File: src/rtl/crf_pkg.sv
package crf_pkg;
  localparam int CRF_NF = 8;
  localparam int CRF_FW = 4;
  localparam int CRF_CW = CRF_NF * CRF_FW;
  localparam int CRF_IW = $clog2(CRF_NF);

  typedef enum logic [2:0] {
    CRF_NOP    = 3'd0,
    CRF_MASKWR = 3'd1,
    CRF_FLDWR  = 3'd2,
    CRF_FLDRD  = 3'd3,
    CRF_ALLRD  = 3'd4,
    CRF_STLOAD = 3'd5,
    CRF_BOOL   = 3'd6
  } crf_op_e;

  // field n sits at the most significant end for n = 0
  function automatic logic [CRF_FW-1:0] fld_get(input logic [CRF_CW-1:0] w,
                                                 input logic [CRF_IW-1:0] n);
    return w[(CRF_CW-1-CRF_FW*int'(n)) -: CRF_FW];
  endfunction

  function automatic logic [CRF_CW-1:0] fld_put(input logic [CRF_CW-1:0] w,
                                                 input logic [CRF_IW-1:0] n,
                                                 input logic [CRF_FW-1:0] v);
    logic [CRF_CW-1:0] r;
    r = w;
    for (int k = 0; k < CRF_NF; k++) begin
      if (k == int'(n)) r[(CRF_CW-1-CRF_FW*k) -: CRF_FW] = v;
    end
    return r;
  endfunction
endpackage

File: src/rtl/crf_mask_expand.sv
module crf_mask_expand #(
  parameter int NF = crf_pkg::CRF_NF,
  parameter int FW = crf_pkg::CRF_FW,
  localparam int CW = NF * FW
) (
  input  logic [NF-1:0] mask_i,
  output logic [CW-1:0] mexp_o
);
  for (genvar g = 0; g < NF; g++) begin : g_fld
    assign mexp_o[(CW-1-FW*g) -: FW] = {FW{mask_i[NF-1-g]}};
  end
endmodule

File: src/rtl/crf_onehot.sv
module crf_onehot #(
  parameter int NF = crf_pkg::CRF_NF,
  localparam int IW = $clog2(NF),
  localparam int CNTW = $clog2(NF + 1)
) (
  input  logic [NF-1:0] mask_i,
  output logic          oh_o,
  output logic [IW-1:0] idx_o
);
  logic [CNTW-1:0] cnt;

  always_comb begin
    cnt   = '0;
    idx_o = '0;
    for (int n = 0; n < NF; n++) begin
      if (mask_i[NF-1-n]) begin
        cnt   = cnt + 1'b1;
        idx_o = idx_o | IW'(n);
      end
    end
    oh_o = (cnt == CNTW'(1));
  end
endmodule

File: src/rtl/crf_exec.sv
module crf_exec
  import crf_pkg::*;
#(
  parameter int DW = 64
) (
  input  logic              valid_i,
  input  logic [2:0]        op_i,
  input  logic [CRF_CW-1:0] crf_q_i,
  input  logic [CRF_CW-1:0] mexp_i,
  input  logic              oh_i,
  input  logic [CRF_IW-1:0] ohidx_i,
  input  logic [CRF_IW-1:0] fidx_i,
  input  logic [DW-1:0]     src_i,
  input  logic [CRF_FW-1:0] flags_i,
  output logic [DW-1:0]     res_o,
  output logic              undef_o,
  output logic              wr_en_o,
  output logic [CRF_CW-1:0] crf_d_o
);
  logic [CRF_CW-1:0] lo;
  logic [CRF_FW-1:0] nib;

  assign lo  = src_i[CRF_CW-1:0];
  assign nib = fld_get(crf_q_i, fidx_i);

  always_comb begin
    res_o   = '0;
    undef_o = 1'b0;
    wr_en_o = 1'b0;
    crf_d_o = crf_q_i;
    case (crf_op_e'(op_i))
      CRF_MASKWR: begin
        wr_en_o = valid_i;
        crf_d_o = (lo & mexp_i) | (crf_q_i & ~mexp_i);
      end
      CRF_FLDWR: begin
        if (oh_i) begin
          wr_en_o = valid_i;
          crf_d_o = fld_put(crf_q_i, ohidx_i, fld_get(lo, ohidx_i));
        end else begin
          undef_o = valid_i;
        end
      end
      CRF_FLDRD: begin
        if (oh_i) res_o[CRF_CW-1:0] = fld_put('0, ohidx_i, fld_get(crf_q_i, ohidx_i));
        else      undef_o = valid_i;
      end
      CRF_ALLRD: res_o[CRF_CW-1:0] = crf_q_i;
      CRF_STLOAD: begin
        wr_en_o = valid_i;
        crf_d_o = fld_put(crf_q_i, fidx_i, flags_i);
      end
      CRF_BOOL: begin
        if (nib[CRF_FW-1])      res_o = '1;
        else if (nib[CRF_FW-2]) res_o = DW'(1);
        else                    res_o = '0;
      end
      default: ;
    endcase
  end
endmodule

File: src/rtl/crf_unit.sv
module crf_unit
  import crf_pkg::*;
#(
  parameter int DW = 64
) (
  input  logic              clk,
  input  logic              rst_n,
  input  logic              valid_i,
  input  logic [2:0]        op_i,
  input  logic [CRF_NF-1:0] mask_i,
  input  logic [CRF_IW-1:0] fidx_i,
  input  logic [DW-1:0]     src_i,
  input  logic [CRF_FW-1:0] flags_i,
  output logic [DW-1:0]     result_o,
  output logic              undef_o
);
  logic              rst_meta_n, rst_q_n;
  logic [CRF_CW-1:0] crf_q, crf_d, mexp;
  logic              crf_en, oh;
  logic [CRF_IW-1:0] ohidx;

  // asynchronous assert, synchronous release
  always_ff @(posedge clk or negedge rst_n) begin
    if (!rst_n) begin
      rst_meta_n <= 1'b0;
      rst_q_n    <= 1'b0;
    end else begin
      rst_meta_n <= 1'b1;
      rst_q_n    <= rst_meta_n;
    end
  end

  crf_mask_expand #(.NF(CRF_NF), .FW(CRF_FW)) u_mexp (
    .mask_i (mask_i),
    .mexp_o (mexp)
  );

  crf_onehot #(.NF(CRF_NF)) u_oh (
    .mask_i (mask_i),
    .oh_o   (oh),
    .idx_o  (ohidx)
  );

  crf_exec #(.DW(DW)) u_exec (
    .valid_i (valid_i),
    .op_i    (op_i),
    .crf_q_i (crf_q),
    .mexp_i  (mexp),
    .oh_i    (oh),
    .ohidx_i (ohidx),
    .fidx_i  (fidx_i),
    .src_i   (src_i),
    .flags_i (flags_i),
    .res_o   (result_o),
    .undef_o (undef_o),
    .wr_en_o (crf_en),
    .crf_d_o (crf_d)
  );

  always_ff @(posedge clk or negedge rst_q_n) begin
    if (!rst_q_n)    crf_q <= '0;
    else if (crf_en) crf_q <= crf_d;
  end
endmodule

File: config.mk
export PLATFORM = sky130hd
export DESIGN_NAME = crf_unit
export DESIGN_NICKNAME = d
export VERILOG_FILES = /design/src/rtl/crf_pkg.sv /design/src/rtl/crf_mask_expand.sv /design/src/rtl/crf_onehot.sv /design/src/rtl/crf_exec.sv /design/src/rtl/crf_unit.sv
export SDC_FILE = /design/constraint.sdc
export NUM_CORES = 1
export LEC_CHECK = 0
export BUFFER_PORTS_ARGS = -buffer_cell sky130_fd_sc_hd__buf_2
export CAP_MARGIN = 20
export CORE_ASPECT_RATIO = 2
export CORE_MARGIN = 3
export CORE_UTILIZATION = 45
export DETAILED_ROUTE_END_ITERATION = 10
export PLACE_DENSITY = 0.79
export SLEW_MARGIN = 40
export SYNTH_ARGS = -nofsm -noshare
export SYNTH_HDL_FRONTEND = slang
export SYNTH_SLANG_ARGS = --single-unit
export TNS_END_PERCENT = 30
File: constraint.sdc
create_clock -name clk -period 5.2 [get_ports clk]
set_input_delay 0.52 -clock clk [delete_from_list [all_inputs] [get_ports clk]]
set_output_delay 0.52 -clock clk [all_outputs]
set_load 0.05 [all_outputs]
==> impl_metrics.tcl <==
set metrics [dict create \
    routed_via_density 6.63 \
    timing.final.crit_share_pct 98.5 \
    clock-root-buffer "clkbuf_16" \
    cts_tree "built" \
    slew_viol_final 0 \
    cp_num_buf_inv 4 \
    synth_flop_cell "dfrtp_1" \
    crit_type "in -> out" \
    syn2layout_area_growth_pct 34.0 \
    cp-start-kind "input port" \
    critPathArrivalTime_ns 4.60 \
    die_width_um 71.2 \
    wl_per_cell_um 21.8 \
    ys_ff_latch 34 \
    routed_wl_um 15000 \
    hold_buffers 0 \
    io_pins 150 \
    synthArstFlopShare_pct 100 \
    place_hpwl_um 11300 \
    synth_top_area_share_pct 22.2 \
    whs_ns 0.00187 \
    setup.worst_path.start "mask_i[6]" \
    max_slew_margin_pct 44.4 \
    clock_latency_ns 0.29 \
    drive_gt1_share_pct 41.3 \
    syn-num-nets 583 \
    path_clk_slew_ns 0.06 \
    p_per_area_mw_per_mm2 382 \
    max_freq_ghz 0.195 \
    path_cells "buf_8, inv_4, ha_4, xor2_4, ha_4, nand2_4, o31ai_4, ha_4, mux2i_4, inv_2, ha_4, nand2_2, o21ai_2, ha_1, nand2b_4, o21a_1, ha_4, o21ai_1, or3_1, nand4b_1, o21bai_4, nor2_4, a221o_2, buf_8" \
    critPathCaptureType "output port" \
    synth_top_cell_by_area "dfrtp_1" \
    syn_avg_cell_area_um2 7.79 \
    die_h_um 136 \
    gp_congestion 1.07 \
    fin_skew_ns 0.00261 \
    clockBufferDepth 2 \
    drtIter0Drc 565 \
    clock-sinks 34 \
    synth_commonest_cells "nand2_1 (60), a31oi_1 (53), nor2_1 (38)" \
    final_antenna_net_count 0 \
    synthMostInstantiatedCell "nand2_1" \
    period_minus_slack_ns 5.12 \
    syn-cell-area_mm2 0.00382 \
    floorplan.rows 47 \
    grt_antenna_before_repair 0 \
    cp_common_cell "ha_4" \
    cts_max_level 2 \
    status "completed" \
    critPathSlowestCell "a221o_2" \
    finalNetCount 679 \
    numPortBuffers 117 \
    synth_warnings 0 \
    finalHoldViolCount 0 \
    first_global_vias 4201 \
    setup_violations 0 \
    die-area_mm2 0.00971 \
    synth_edf_count 0 \
    crit_required_ns 4.68 \
    path_delay_family "adder cells" \
    grt_pass1_wl_um 22400 \
    dr_total_vias 4551 \
    synth_cells 491 \
    ys_seq_area_share_pct 22.2 \
    synth.area.top_cells "dfrtp_1 (22%), a31oi_1 (8.7%), a221o_1 (8.4%)" \
    numCtsBuffers 5 \
    cap_viol_max_count 0 \
    vdd_drop_max_uv 245 \
    grt_overflow 0 \
    hold_path_class "in -> async" \
    cp_max_fo 8 \
    place_area_mm2 0.00446 \
    worst_pin_slew_ns 0.834 \
    finalPower_uw 1960 \
    slowest_delay_ns 0.40 \
    fin_area_mm2 0.00513 \
    synth.distinct_cells 53 \
    rsz0062_at_grt "yes" \
    firstDrtPassIters 7 \
    power_leakage_uw 0.00240 \
    drc 0 \
    track_usage_pct 30.0 \
    nFillCells 722 \
    num_antenna_cells 0 \
    start_util_pct 46.1 \
    core_area_mm2 0.00829 \
    grt_max_degree 34 \
]
[worst paths after layout]
path / end / slack [ns] / cells past startpoint
max: result_o[21] / 0.08 / 24
min: rst_meta_n / 0.002 / 1
max reg2reg: flop / 4.36 / 2
min reg2reg: asynchronous set/reset pin / 0.26 / 1
max in group asynchronous: asynchronous set/reset pin / 4.63 / 1
min in group clk: rst_q_n / 0.35 / 0
[routing by layer]
metal | track usage, % | routed length (um) | up-vias
met3 | 2.52 | 1250 | 87
li1 | - | - | 1987
met1 | 31.4 | 4690 | 2117
met5 | 0 | 0 | -
met2 | 54.6 | 7870 | 360
met4 | 20.8 | 1160 | 0
[cell families after synthesis]
logic type	synth area share [%]
AO/OA/AOI/OAI	29.8
other	0.0980
adder cells (fa/ha/maj)	2.29
AND/OR/NAND/NOR	19.9
buffers and inverters	13.3
XOR/XNOR	2.88
flip-flops	22.2
multiplexers	9.42
[through the flow]
stage          setup TNS (ns)  cells  setup slack [ns]  util, %
6_report                    0    686            0.0778     61.8
5_1_grt                 -1.07    686           -0.0871     61.8
4_1_cts                -0.364    685           -0.0682     60.4
3_5_place_dp            -7.98    666            -0.294     53.8
3_3_place_gp            -4.45    664            -0.192     53.3
2_1_floorplan               0    491           0.00200        -
[placed cells by master (no fill, tap or decap), types with 6 or more instances in the layout]
master	Yosys	final
a221o_2	0	32
buf_4	32	38
mux2i_1	27	26
nand2_1	60	58
buf_8	0	6
buf_2	3	83
dfrtp_1	34	34
buf_6	1	31
a211oi_1	17	17
o21ai_0	13	11
inv_1	32	28
a31oi_1	53	53
nor2_4	4	8
and2_1	10	9
a21oi_1	17	17
nor2_1	38	34
[repair_timing]
action,4_1_cts,5_1_grt
hold endpoints to repair,0,0
pin swaps,13,16
gates resized for setup,83,18
setup endpoints to repair,33,65
gates cloned,0,0
setup buffers,11,2
[report_power, final]
group	total [uW]	leakage [uW]	internal, uW	switching, uW
clock	397	0.0000940	275	122
sequential	501	0.000411	365	136
combinational	1060	0.00190	443	618
[layout make-up]
cell class              count  area, um2  area share (%)
clock buffers               5        125            2.44
clock inverters             3       68.8            1.34
inverters                  32        123            2.39
multi-input cells         356       2700            52.6
flip-flops and latches     34        851            16.6
well taps                  98        123            2.39
repair buffers            158       1140            22.2
No activity file was read; power rests on OpenSTA's default activity.
